==> config.mk <==
export PLATFORM = sky130hd
export DESIGN_NAME = lsm_addr_seq
export DESIGN_NICKNAME = d
export VERILOG_FILES = /design/src/rtl/lsm_pkg.sv /design/src/rtl/lsm_popcount.sv /design/src/rtl/lsm_lowbit.sv /design/src/rtl/lsm_addr_seq.sv
export SDC_FILE = /design/constraint.sdc
export NUM_CORES = 1
export LEC_CHECK = 0
export BUFFER_PORTS_ARGS = -buffer_cell sky130_fd_sc_hd__buf_2
export CAP_MARGIN = 0
export CORE_MARGIN = 2
export CORE_UTILIZATION = 33
export DETAILED_ROUTE_END_ITERATION = 12
export GPL_TIMING_DRIVEN = 0
export PLACE_DENSITY = 0.58
export REMOVE_ABC_BUFFERS = 1
export SLEW_MARGIN = 20
export SYNTH_ARGS = -nofsm -noshare
export SYNTH_HDL_FRONTEND = slang
export SYNTH_SLANG_ARGS = --single-unit
==> constraint.sdc <==
create_clock -name clk -period 6.1 [get_ports clk]
set_input_delay 0.305 -clock clk [delete_from_list [all_inputs] [get_ports clk]]
set_output_delay 0.305 -clock clk [all_outputs]
set_load 0.01 [all_outputs]
==> src/rtl/lsm_pkg.sv <==
package lsm_pkg;

    localparam int LSM_NREG = 16;
    localparam int LSM_AW   = 32;

    typedef enum logic {
        MODE_INC_AFTER  = 1'b0,
        MODE_DEC_BEFORE = 1'b1
    } lsm_mode_e;

endpackage

==> src/rtl/lsm_popcount.sv <==
module lsm_popcount #(
    parameter int W  = 16,
    parameter int CW = $clog2(W + 1)
) (
    input  logic [W-1:0]  bits_i,
    output logic [CW-1:0] count_o
);

    logic [CW-1:0] partial [W+1];

    assign partial[0] = '0;

    generate
        for (genvar g = 0; g < W; g++) begin : g_sum
            assign partial[g+1] = partial[g] + CW'(bits_i[g]);
        end
    endgenerate

    assign count_o = partial[W];

endmodule

==> src/rtl/lsm_lowbit.sv <==
module lsm_lowbit #(
    parameter int W  = 16,
    parameter int IW = $clog2(W)
) (
    input  logic [W-1:0]  mask_i,
    output logic [IW-1:0] idx_o,
    output logic          found_o
);

    always_comb begin
        idx_o   = '0;
        found_o = |mask_i;
        for (int i = W - 1; i >= 0; i--) begin
            if (mask_i[i]) begin
                idx_o = IW'(i);
            end
        end
    end

endmodule

==> src/rtl/lsm_addr_seq.sv <==
module lsm_addr_seq #(
    parameter int NREG = lsm_pkg::LSM_NREG,
    parameter int AW   = lsm_pkg::LSM_AW
) (
    input  logic                    clk,
    input  logic                    rst_n,
    input  logic                    cmd_valid,
    output logic                    cmd_ready,
    input  logic [NREG-1:0]         cmd_mask,
    input  logic [AW-1:0]           cmd_base,
    input  logic                    cmd_mode,
    input  logic                    cmd_load,
    input  logic                    cmd_wb,
    output logic                    req_valid,
    input  logic                    req_ready,
    output logic [$clog2(NREG)-1:0] req_reg,
    output logic [AW-1:0]           req_addr,
    output logic                    req_write,
    input  logic [AW-1:0]           req_rdata,
    output logic                    done,
    output logic                    wb_valid,
    output logic [AW-1:0]           wb_data,
    output logic                    cmd_err,
    output logic                    branch_valid,
    output logic [AW-1:0]           branch_target,
    output logic                    pc_fault
);

    localparam int RW     = $clog2(NREG);
    localparam int CW     = $clog2(NREG + 1);
    localparam int PC_IDX = NREG - 1;
    localparam logic [AW-1:0] WORD_STEP = AW'(4);

    typedef struct packed {
        logic            busy;
        logic [NREG-1:0] pend;
        logic [AW-1:0]   addr;
        logic            load;
        logic            wb;
        logic [AW-1:0]   fin;
        logic            done;
        logic            wbv;
        logic            err;
        logic            br;
        logic            flt;
        logic [AW-1:0]   tgt;
    } seq_state_t;

    seq_state_t st_d, st_q;

    logic [CW-1:0]   cmd_cnt;
    logic [AW-1:0]   span;
    logic [RW-1:0]   cur_idx;
    logic            cur_found;
    logic [NREG-1:0] cur_onehot;
    logic [NREG-1:0] rest_mask;
    logic            is_dec;

    lsm_popcount #(.W(NREG), .CW(CW)) u_count (
        .bits_i  (cmd_mask),
        .count_o (cmd_cnt)
    );

    lsm_lowbit #(.W(NREG), .IW(RW)) u_pick (
        .mask_i  (st_q.pend),
        .idx_o   (cur_idx),
        .found_o (cur_found)
    );

    assign span       = AW'(cmd_cnt) << 2;
    assign cur_onehot = NREG'(1) << cur_idx;
    assign rest_mask  = st_q.pend & ~cur_onehot;
    assign is_dec     = (lsm_pkg::lsm_mode_e'(cmd_mode) == lsm_pkg::MODE_DEC_BEFORE);

    always_comb begin
        st_d      = st_q;
        st_d.done = 1'b0;
        st_d.wbv  = 1'b0;
        st_d.err  = 1'b0;
        st_d.br   = 1'b0;
        st_d.flt  = 1'b0;

        if (!st_q.busy) begin
            if (cmd_valid) begin
                if (cmd_mask == '0) begin
                    st_d.err = 1'b1;
                end else begin
                    st_d.busy = 1'b1;
                    st_d.pend = cmd_mask;
                    st_d.load = cmd_load;
                    st_d.wb   = cmd_wb;
                    st_d.addr = is_dec ? (cmd_base - span) : cmd_base;
                    st_d.fin  = is_dec ? (cmd_base - span) : (cmd_base + span);
                end
            end
        end else if (req_ready && cur_found) begin
            st_d.pend = rest_mask;
            st_d.addr = st_q.addr + WORD_STEP;
            if (rest_mask == '0) begin
                st_d.busy = 1'b0;
                st_d.done = 1'b1;
                st_d.wbv  = st_q.wb;
                if (st_q.load && (cur_idx == RW'(PC_IDX))) begin
                    if (req_rdata[0]) begin
                        st_d.br  = 1'b1;
                        st_d.tgt = {req_rdata[AW-1:1], 1'b0};
                    end else begin
                        st_d.flt = 1'b1;
                    end
                end
            end
        end
    end

    always_ff @(posedge clk or negedge rst_n) begin
        if (!rst_n) begin
            st_q <= '0;
        end else begin
            st_q <= st_d;
        end
    end

    assign cmd_ready     = !st_q.busy;
    assign req_valid     = st_q.busy && cur_found;
    assign req_reg       = cur_idx;
    assign req_addr      = st_q.addr;
    assign req_write     = st_q.busy && !st_q.load;
    assign done          = st_q.done;
    assign wb_valid      = st_q.wbv;
    assign wb_data       = st_q.fin;
    assign cmd_err       = st_q.err;
    assign branch_valid  = st_q.br;
    assign branch_target = st_q.tgt;
    assign pc_fault      = st_q.flt;

    AST_HOLD_REQUEST: assert property (@(posedge clk) disable iff (!rst_n)
        (req_valid && !req_ready) |=> (req_valid && $stable(req_addr) && $stable(req_reg) && $stable(req_write))) else $error("request changed while stalled");

    AST_NO_CMD_WHILE_ISSUING: assert property (@(posedge clk) disable iff (!rst_n)
        req_valid |-> !cmd_ready) else $error("command path open during sequence");

    AST_EMPTY_NO_REQUEST: assert property (@(posedge clk) disable iff (!rst_n)
        cmd_err |-> (!req_valid && !done)) else $error("empty mask produced activity");

    AST_BRANCH_ONLY_AT_END: assert property (@(posedge clk) disable iff (!rst_n)
        branch_valid |-> (done && !pc_fault && !branch_target[0])) else $error("branch outside completion");

    AST_FAULT_ONLY_AT_END: assert property (@(posedge clk) disable iff (!rst_n)
        pc_fault |-> (done && !branch_valid)) else $error("fault outside completion");

    AST_WB_ONLY_AT_END: assert property (@(posedge clk) disable iff (!rst_n)
        wb_valid |-> done) else $error("writeback without completion");

    AST_DONE_SINGLE: assert property (@(posedge clk) disable iff (!rst_n)
        done |=> !done) else $error("completion longer than one cycle");

    AST_STORE_NO_BRANCH: assert property (@(posedge clk) disable iff (!rst_n)
        (req_valid && req_write) |=> (!branch_valid && !pc_fault)) else $error("store raised branch or fault");

endmodule

# After elaboration in Yosys (flattened, before gate mapping)
# Index checks and enable logic that the tools add are counted.
[word_totals]
out_inout_bits = 108
in_bits = 87
latchBits = 0
elab_cells = 87
n_memories = 0
mem_bits_ro = 0
reg_bits = 119
mem_bits_rw = 0
[op_classes]
n_eq_ne = 3
n_shift = 1
addsub = 18
multipliers = 0
mux = 36
n_lt_le_gt_ge = 0
n_reduce_logical = 13
n_bitwise = 4
div = 0
[ops]
columns = ["op", "count"]
rows = [
  ["$mux 83", 2],
  ["$mux 34", 4],
  ["$mux 49", 2],
  ["$mux 32", 3],
  ["$add 5x1->5", 14],
  ["$mux 4", 16],
  ["$add 32x3->32 const B", 1],
  ["$add 32x7->32", 1],
  ["$logic_not 16->1", 2],
  ["$sub 32x7->32", 1],
  ["$and 16x16->16", 1],
  ["$not 16->16", 1],
  ["$reduce_or 16->1", 1],
  ["$shl 1x4->16 const A", 1],
  ["$mux 1", 6],
  ["$mux 2", 3],
  ["$reduce_and 3->1", 2],
  ["$reduce_and 5->1", 1],
  ["$eq 4x4->1 const B", 1],
  ["$logic_and 1x1->1", 4],
  ["$add 1x1->2", 1],
  ["$logic_not 1->1", 2],
  ["$ne 2x1->1 const B", 1],
  ["$ne 2x2->1 const B", 1],
  ["other kinds (2)", 3],
]

# Logic depth before layout (Yosys ltp)
# Gate-level depths: netlist of run 1.
[logic_depth]
depth_word = 23
mapped_depth = 22
ltp_nobuf = 22

# Cells and area by module
# Synthesis of run 1 repeated with hierarchy kept, for this count alone.
[unflattened]
cells_unflattened = 983
hier_area_um2 = 8877.3
[modules_own_cells]
columns = ["mod", "cells_each", "seq_area_each_um2", "area_each_um2", "instances"]
rows = [
  ["lsm_addr_seq", 902, 2977.9, 8293.0, 1],
  ["lsm_popcount", 47, 0.0, 407.9, 1],
  ["lsm_lowbit", 34, 0.0, 176.4, 1],
]

# Least setup slack after synthesis of run 1
# OpenSTA, ideal clock, no wires.
[synth_timing]
path_kind = "input to register"
from = "input cmd_mask[2]"
to = "register st_q, in the netlist req_addr[12]"
t_required_ns = 5.974
path_stages = 18
setup_slack_ns = 0.865
path_buffers = 0
setup_ns = 0.126
arrival_ns = 5.109
path_cell_list = "inv_1 fa_1 fa_1 fa_1 fa_1 fa_1 fa_1 nor2b_1 o21a_1 inv_1 ha_1 nand2b_1 nor4_2 o21ai_0 nor3_1 xnor2_1 nor2_1 a311o_1"
[synth_via]
elab_chain_len = 19
elab_cells_between_ends = 22
cone_classes = "15 x add/sub; 1 x eq/ne; 4 x mux; 2 x reduce/logical"
[synth_lines]
columns = ["element", "line", "source"]
rows = [
  ["start: declaration", "lsm_addr_seq.sv:9", "input logic [NREG-1:0] cmd_mask,"],
  ["$add 5x1->5 (14 in series)", "lsm_popcount.sv:15", "assign partial[g+1] = partial[g] + CW'(bits_i[g]);"],
  ["$sub 32x7->32", "lsm_addr_seq.sv:92", "st_d.addr = is_dec ? (cmd_base - span) : cmd_base;"],
  ["$mux 32", "lsm_addr_seq.sv:92", ""],
  ["$mux 83", "lsm_addr_seq.sv:85", "if (cmd_mask == '0) begin"],
  ["$mux 83", "lsm_addr_seq.sv:84", "if (cmd_valid) begin"],
  ["$mux 49", "lsm_addr_seq.sv:83", "if (!st_q.busy) begin"],
  ["end signal: assignment", "lsm_addr_seq.sv:119", "st_q <= st_d;"],
  ["end: declaration", "lsm_addr_seq.sv:49", "seq_state_t st_d, st_q;"],
]
# Parallel ways exist; a longest one is shown, timed or not. The select of a mux whose other input is x is not followed.
# A chain may end at the register's enable or synchronous reset.

# Worst setup path in the final report of run 1
[layout_timing]
from = "input cmd_mask[3]"
to = "register st_q, in the netlist req_addr[15]"
[layout_via]
elab_chain_len = 18
elab_cells_between_ends = 21
cone_classes = "14 x add/sub; 1 x eq/ne; 4 x mux; 2 x reduce/logical"
[layout_lines]
columns = ["element", "line"]
rows = [
  ["$add 5x1->5 (13 in series)", "lsm_popcount.sv:15"],
  ["$sub 32x7->32", "lsm_addr_seq.sv:92"],
  ["$mux 32", "lsm_addr_seq.sv:92"],
  ["$mux 83", "lsm_addr_seq.sv:85"],
  ["$mux 83", "lsm_addr_seq.sv:84"],
  ["$mux 49", "lsm_addr_seq.sv:83"],
]
# Parallel ways exist; a longest one is shown, timed or not. The select of a mux whose other input is x is not followed.

==> results.yml, run 1 <==
status:
  outcome: "finished clean"
grt:
  grt_util_all_layers: 0.169
  grt_pass1_wl_mm: 35.1
  grt_overflow: 0
  grt_max_degree: 70
  grt_pass1_vias: 6387
  antenna_found_initial: 1
finish:
  fin_area_um2: 9470
  layout_commonest_cell: "buf_2"
  finalCoreUtilization: 0.379
  diodes: 0
  area_delta_synth_final_pct: 13.9
  drive_gt1_frac: 0.284
  final_cell_mix: "192 x buf_2, 119 x dfrtp_1, 92 x nand2_1"
  fin_nets: 1093
setup_path:
  r2r-start: "st_q[110]"
  crit_arrival_ps: 6030
  crit_path_start: "cmd_mask[3]"
  startpoint_type: "primary input"
  ff2ff_path_depth: 6
  critPathKind: "primary input to register"
  crit_required_ps: 6400
  worst-path-max-fanout: 15
  critPathCaptureType: "register"
floorplanning:
  initial_core_util: 0.333
  die_area_um2: 26500
  die_y_um: 163
  row_count: 58
  die_x_um: 163
  io_pins: 195
  core_area_um2: 25000
logic_synthesis:
  yosysSeqAreaShare: 0.358
  synth-async-reset-ratio: 1.00
  synthXorXnorAreaFrac: 0.0600
  ys.flop_type: "dfrtp_1"
  yosysTopAreaCell: "dfrtp_1"
  synth-simple-area-share: 0.171
  synthMuxAreaShare: 0.0632
  ys_warn_count: 0
  synth_compound_area_frac: 0.154
  avgSynthCellArea_um2: 9.20
  synth.distinct_cells: 72
  synth-seq-cells: 119
  synth_edf_count: 0
  yosysTopAreaCellShare: 0.358
  syn_area_um2: 8310
  syn_inst: 904
  synthTopCellsByArea: "dfrtp_1 36%, buf_4 8.8%, mux2_4 5.4%"
  synthAdderAreaFrac: 0.0575
  synth_top_family_by_area: "simple AND/OR/NAND/NOR gates"
worst_hold_path:
  worstHoldPathType: "primary input to register"
  min_path_cells: 2
  min_from: "req_rdata[0]"
place:
  globalplace.congestion: 0.875
  detailed_place_hpwl_mm: 16.3
  portBuffers: 193
  dpl-instance-area_um2: 8830
timing:
  grt_setup_unrepaired: "no"
  slew_violations: 0
  clock.fmax_ghz: 0.175
  finalCriticalPeriod_ps: 5730
  hold_viol: 0
  hold_ws_ps: 77.4
  fin_setup_tns_ps: 0
  min_period_over_period: 0.939
  worst_slew_pin_slew_ps: 1070
  slew_headroom: 0.282
  setup_viol: 0
  skew_ps: 17.1
detailed_routing:
  wl_per_cell_um: 16.8
  dr_wl_met3_mm: 1.35
  detail_route.vias_per_cell: 5.03
  drtIter0Drc: 340
  met2WireLength_mm: 10.5
  num_vias: 6623
  postRouteAntennaNets: 0
  drt_pass1_iterations: 5
  route.detailed.drc: 0
  routed_wl_mm: 22.1
  highest_layer: "met5"
  drt-met1-wl_mm: 9.90
power_and_ir_drop:
  leakagePower_nw: 4.49
  ir_drop_uv: 183
  power_density_nw_per_um2: 500
clock_network:
  cts_setup_buffers: 0
  path_clk_slew_ps: 60
  clk_latency_ps: 420
  cts_tree: "done"
  cts_root_buf: "clkbuf_16"
  clock_path_buffers: 2
  cts_sinks: 119
  cts_buffers: 17
  h-tree-depth: 4
flow_run:
  cap_violations: 0
==> through the flow <==
stage	setup slack [ps]	total power [mW]	std cells
2_1_floorplan	790	2.85	759
4_1_cts	353	4.77	1318
5_1_grt	38.8	5.11	1318
3_5_place_dp	-91.7	3.65	1285
3_3_place_gp	-154	3.61	1282
6_report	370	4.73	1318
==> kinds of logic after synthesis <==
group	count (synthesis)
mux	37
xor+xnor	57
simple gates	274
compound gates	193
fa+ha+maj	31
other cells	1
buf+inv	192
flops	119
==> routing by layer <==
metal | GRT usage | up-vias
li1 | - | 3220
met1 | 0.223 | 3171
met2 | 0.279 | 209
met3 | 0.0374 | 21
met4 | 0.0459 | 2
met5 | 0 | -
==> worst max-delay path, stage by stage <==
cell	delay [ps]
buf_2	90
inv_1	110
fa_1	470
fa_1	520
fa_1	530
fa_1	430
fa_1	420
fa_1	420
nor2b_1	130
o21a_1	200
inv_1	60
ha_1	170
nand2b_1	170
nor4_2	530
o21ai_1	560
nor4_1	400
xnor2_1	140
a221o_1	350
==> state kept, by name (all words and copies together), names as in the netlist <==
name / count
req_addr: 32
wb_data: 32
branch_target: 31
st_q: 19
branch_valid: 1
cmd_err: 1
done: 1
pc_fault: 1
wb_valid: 1
==> what timing repair did <==
action,CTS,global route
hold endpoints to repair,50,0
hold buffers,1,0
gates resized for setup,0,0
endpoints found under the setup margin,0,0
==> final timing paths <==
kind / to / slack [ps]
max in group asynchronous: req_addr[20] / 5020
setup reg to reg: branch_target[16] / 2790
setup / recovery: req_addr[15] / 370
hold reg to reg: wb_data[6] / 460
min in group asynchronous: branch_target[14] / 390
hold / removal: pc_fault / 80
==> cell usage after synthesis, drive strengths merged, types with 13 or more instances <==
| cell | instances |
|---|---|
| mux2 | 34 |
| o211ai | 15 |
| nand2 | 94 |
| o21ai | 72 |
| nand3 | 34 |
| a21oi | 26 |
| inv | 46 |
| nor3 | 27 |
| clkbuf | 36 |
| nor2 | 45 |
| ha | 19 |
| dfrtp | 119 |
| buf | 109 |
| xnor2 | 39 |
| xor2 | 18 |
| nor4 | 13 |
==> power breakdown <==
group          total, mW  internal, mW  switching (mW)
registers           1.38          1.07           0.311
logic               2.26         0.920            1.34
clock network       1.09         0.666           0.424
total               4.73          2.66            2.08
==> final cells by class <==
type | count | area (um2)
clock buffers | 18 | 439
inverters | 47 | 176
well taps | 330 | 413
flip-flops and latches | 119 | 2980
multi-input cells | 593 | 4220
fillers | 2570 | 15500
clock inverters | 14 | 188
repair buffers | 197 | 1050
(Power assumes the default switching activity.)
==> run 2, diff against run 1 <==
PLACE_DENSITY = 0.54   (was 0.58)
==> results.yml, run 2 (same netlist as run 1, synthesis figures left out) <==
setup_path:
  reg2reg_slack_ps: 2700
  crit_required_ps: 6400
  ff2ff_path_depth: 7
  crit_arrival_ps: 6010
  worst-path-max-fanout: 7
  r2r-start: "st_q[110]"
  timing.rr.end: "branch_target[26]"
  critPathKind: "primary input to register"
  cp_cell_sequence: "buf_2 -> inv_1 -> fa_1 -> fa_1 -> fa_1 -> fa_1 -> fa_1 -> fa_1 -> nor2b_1 -> o21a_1 -> inv_1 -> ha_1 -> nand2b_1 -> nor4_2 -> o21ai_0 -> nor3_1 -> xnor2_1 -> nor2_1 -> a311o_1"
  worst_path_max_delay_cell: "nor4_2"
  startpoint_type: "primary input"
  critical_path.max_stage_delay_ps: 580
  critPathCaptureType: "register"
  cp_common_cell: "fa_1"
grt:
  grt_pass1_wl_mm: 34.9
  grt_util_all_layers: 0.169
  antenna_found_initial: 2
  grt_overflow: 0
  grt_max_degree: 78
  grt_pass1_vias: 6385
finish:
  drive_gt1_frac: 0.285
  fin_nets: 1092
  final_cell_mix: "192 x buf_2, 119 x dfrtp_1, 92 x nand2_1"
  finalCoreUtilization: 0.377
  layout_commonest_cell: "buf_2"
  area_delta_synth_final_pct: 13.1
  n_fill_cell: 2575
detailed_routing:
  wl_per_cell_um: 16.8
  route.detailed.drc: 0
  drt_pass1_iterations: 4
  drtIter0Drc: 374
  routed_wl_mm: 22.1
  postRouteAntennaNets: 0
  num_vias: 6623
  detail_route.vias_per_cell: 5.03
floorplanning:
  io_pins: 195
  die_area_um2: 26500
  die_x_um: 163
  row_count: 58
  core_area_um2: 25000
  die_y_um: 163
  initial_core_util: 0.333
worst_hold_path:
  worstHoldPathType: "primary input to register"
  min_path_cells: 2
  holdPathEnd: "pc_fault"
  min_from: "req_rdata[0]"
timing:
  finalCriticalPeriod_ps: 5710
  min_period_over_period: 0.936
  slew_headroom: 0.459
  skew_ps: 17.1
  clock.fmax_ghz: 0.175
  setup_viol: 0
  hold_viol: 0
  worst_slew_pin_slew_ps: 805
  slew_violations: 0
  grt_setup_unrepaired: "no"
  fin_setup_tns_ps: 0
flow_run:
  cap_violations: 0
clock_network:
  cts_buffers: 17
  clk_latency_ps: 430
  h-tree-depth: 4
  cts_tree: "done"
  cts_root_buf: "clkbuf_16"
  cts_sinks: 119
  cts_setup_buffers: 0
  path_clk_slew_ps: 60
  clock_path_buffers: 2
power_and_ir_drop:
  leakagePower_nw: 4.46
  power_mw: 4.63
  power_density_nw_per_um2: 493
  ir_drop_uv: 216
place:
  portBuffers: 193
  detailed_place_hpwl_mm: 16.3
  globalplace.congestion: 0.834
status:
  outcome: "finished clean"
[run 2: cell types whose count changed in the layout (fill, tap and decap cells not counted)]
cell	previous run	this run
buf_12	2	0
inv_8	1	0
clkinv_2	0	3
o21ai_1	8	7
clkinv_4	4	3
buf_16	1	2
clkbuf_8	1	0
inv_6	5	7
diode_2	0	1
bufinv_16	3	1
o21ai_2	0	1
[run 2: worst max path at each step]
stage	startpoint	to
global route	cmd_mask[3]	req_addr[12]
finish	cmd_mask[3]	req_addr[12]
detailed placement	cmd_mask[3]	req_addr[15]
CTS	cmd_mask[3]	req_addr[15]
floorplan	cmd_mask[2]	req_addr[12]
global placement	cmd_mask[3]	req_addr[12]
[run 2: critical path: cells and delay by family]
kind	cells	cell delay, ps
compound gates	3	960
xor+xnor	1	180
simple gates	5	1320
fa+ha+maj	7	2990
buf+inv	3	260
[run 2: timing repair]
| action | in CTS | in global routing |
|---|---|---|
| endpoints found under the hold margin | 55 | 0 |
| setup endpoints to repair | 0 | 1 |
| gates resized for setup | 0 | 1 |
| hold buffers | 1 | 0 |
[run 2: per-stage QoR]
| stage | hold slack, ps | setup slack, ps | instance area, um2 | instances |
|---|---|---|---|---|
| final | 50.3 | 392 | 9400 | 1318 |
| after global routing | 48.0 | 75.7 | 9400 | 1318 |
| after CTS | 34.2 | 333 | 9400 | 1317 |
| after detailed placement | 263 | -107 | 8820 | 1284 |
| after global placement | 452 | -130 | 8750 | 1282 |
| after floorplan | 9.41 | 790 | 7370 | 759 |
[run 2: layout make-up]
class / count / area, um2 / area share
Multi-Input combinational cell: 593 / 4230 / 0.450
Sequential cell: 119 / 2980 / 0.317
Clock buffer: 17 / 425 / 0.0452
Inverter: 47 / 176 / 0.0188
Timing Repair Buffer: 196 / 1040 / 0.111
Clock inverter: 15 / 140 / 0.0149
Antenna cell: 1 / 2.50 / 0.000266
Tap cell: 330 / 413 / 0.0439
[run 2: routing by layer]
metal	vias to the layer above	GRT usage	wire (um)
met5	-	0	0
met4	0	0.0571	347
met3	23	0.0458	1580
met2	197	0.273	10300
met1	3185	0.219	9830
li1	3218	-	-
[run 2: where the power goes]
group	internal [mW]	switching (mW)	leakage (nW)	total [mW]
Clock	0.568	0.418	0.280	0.986
Sequential	1.07	0.313	1.55	1.38
Combinational	0.916	1.35	2.63	2.26
Total	2.55	2.08	4.46	4.63
==> run 3, diff against run 2 <==
CORE_UTILIZATION = 40   (was 33)
PLACE_DENSITY = 0.63   (was 0.54)
==> results.yml, run 3 (same netlist as run 1, synthesis figures left out) <==
flow_run:
  cap_violations: 0
setup_path:
  startpoint_type: "primary input"
  reg2reg_slack_ps: 2760
  r2r-start: "st_q[110]"
  ff2ff_path_depth: 7
  critPathCaptureType: "register"
  crit_arrival_ps: 6020
  crit_path_start: "cmd_mask[3]"
  crit_required_ps: 6410
  timing.rr.end: "branch_target[15]"
  worst-path-max-fanout: 15
  crit_end: "req_addr[15]"
  critPathKind: "primary input to register"
power_and_ir_drop:
  swShare: 0.452
  power_density_nw_per_um2: 495
  pwr-share-clk: 0.214
  p_int_mw: 2.53
  leakagePower_nw: 4.45
  p_comb_frac: 0.487
  ir_drop_uv: 211
  p_seq_frac: 0.299
  switching_power_mw: 2.09
  power_mw: 4.62
timing:
  clock.fmax_ghz: 0.175
  skew_ps: 8.72
  hold_viol: 0
  worst_slew_pin_slew_ps: 1070
  finalCriticalPeriod_ps: 5720
  grt_setup_unrepaired: "no"
  setup_viol: 0
  min_period_over_period: 0.937
  slew_headroom: 0.284
  slew_violations: 0
  hold_ws_ps: 63.0
detailed_routing:
  drtIter0Drc: 429
  postRouteAntennaNets: 0
  route.detailed.drc: 0
  drt_pass1_iterations: 5
  detail_route.vias_per_cell: 5.28
  wl_per_cell_um: 16.9
  routed_wl_mm: 21.2
  num_vias: 6639
grt:
  grt_util_all_layers: 0.197
  grt_max_degree: 73
  antenna_found_initial: 0
  grt_pass1_vias: 6367
  grt_pass1_wl_mm: 34.4
  grt_overflow: 0
clock_network:
  clock_path_buffers: 2
  ctsHoldBuffers: 1
  cts_tree: "done"
  cts_sinks: 119
  path_clk_slew_ps: 60
  cts_buffers: 17
  h-tree-depth: 4
  clk_latency_ps: 420
  cts_resized: 0
  cts_root_buf: "clkbuf_16"
  cts_setup_buffers: 0
finish:
  final_cell_mix: "192 x buf_2, 119 x dfrtp_1, 92 x nand2_1"
  layout_commonest_cell: "buf_2"
  diodes: 0
  drive_gt1_frac: 0.284
  area_delta_synth_final_pct: 12.2
  fin_nets: 1092
place:
  globalplace.congestion: 0.881
  detailed_place_hpwl_mm: 15.6
  portBuffers: 193
floorplanning:
  row_count: 52
  core_area_um2: 20300
  die_y_um: 148
  io_pins: 195
  die_x_um: 148
  initial_core_util: 0.410
  die_area_um2: 22000
status:
  outcome: "finished clean"
worst_hold_path:
  worstHoldPathType: "primary input to register"
-- run 3: per-layer routing --
layer | part of all wire | track usage | up-vias | wire [um]
met5 | 0 | 0 | - | 0
met1 | 0.46 | 0.274 | 3165 | 9660
met2 | 0.47 | 0.305 | 237 | 9870
li1 | - | - | 3215 | -
met4 | 0.012 | 0.0576 | 0 | 263
met3 | 0.066 | 0.0488 | 22 | 1390
-- run 3: final cells by class --
type,instances,area [um2]
Fill cell,1990,11000
Multi-Input combinational cell,593,4220
Sequential cell,119,2980
Timing Repair Buffer,196,1040
Clock buffer,17,425
Tap cell,270,338
Inverter,47,176
Clock inverter,15,149
-- run 3: worst min-delay path by stage --
stage	end	startpoint	cells past startpoint	slack (ps)
finish	pc_fault	req_rdata[0]	2	60
global route	pc_fault	req_rdata[0]	2	60
CTS	pc_fault	req_rdata[0]	2	40
detailed placement	st_q[110]	rst_n	1	270
global placement	req_addr[0]	req_addr[0]	2	450
floorplan	branch_target[10]	rst_n	0	9
-- run 3: power by group through the flow --
| stage | Sequential, mW | Clock (mW) | Combinational, mW |
|---|---|---|---|
| 2_1_floorplan | 1.44 | 0 | 1.41 |
| 3_3_place_gp | 1.38 | 0 | 2.21 |
| 3_5_place_dp | 1.38 | 0 | 2.24 |
| 4_1_cts | 1.37 | 1.02 | 2.26 |
| 5_1_grt | 1.42 | 1.06 | 2.50 |
| 6_report | 1.38 | 0.988 | 2.25 |
-- run 3: through the flow --
step,setup TNS (ps),setup slack (ps),area [um2],utilization,std cells
after floorplan,0,790,7370,-,759
after global placement,-27.7,-27.7,8670,0.427,1222
after detailed placement,-16.7,-16.7,8750,0.431,1224
after CTS,0,442,9330,0.460,1257
after global routing,0,64.6,9330,0.460,1257
final,0,382,9330,0.460,1257
-- run 3: worst max-delay path: stages --
cell	delay [ps]
buf_2	90
inv_1	120
fa_1	480
fa_1	520
fa_1	530
fa_1	420
fa_1	440
fa_1	430
nor2b_1	130
o21a_1	180
inv_1	60
ha_1	170
nand2b_1	180
nor4_2	510
o21ai_1	550
nor4_1	390
xnor2_1	150
a221o_1	360
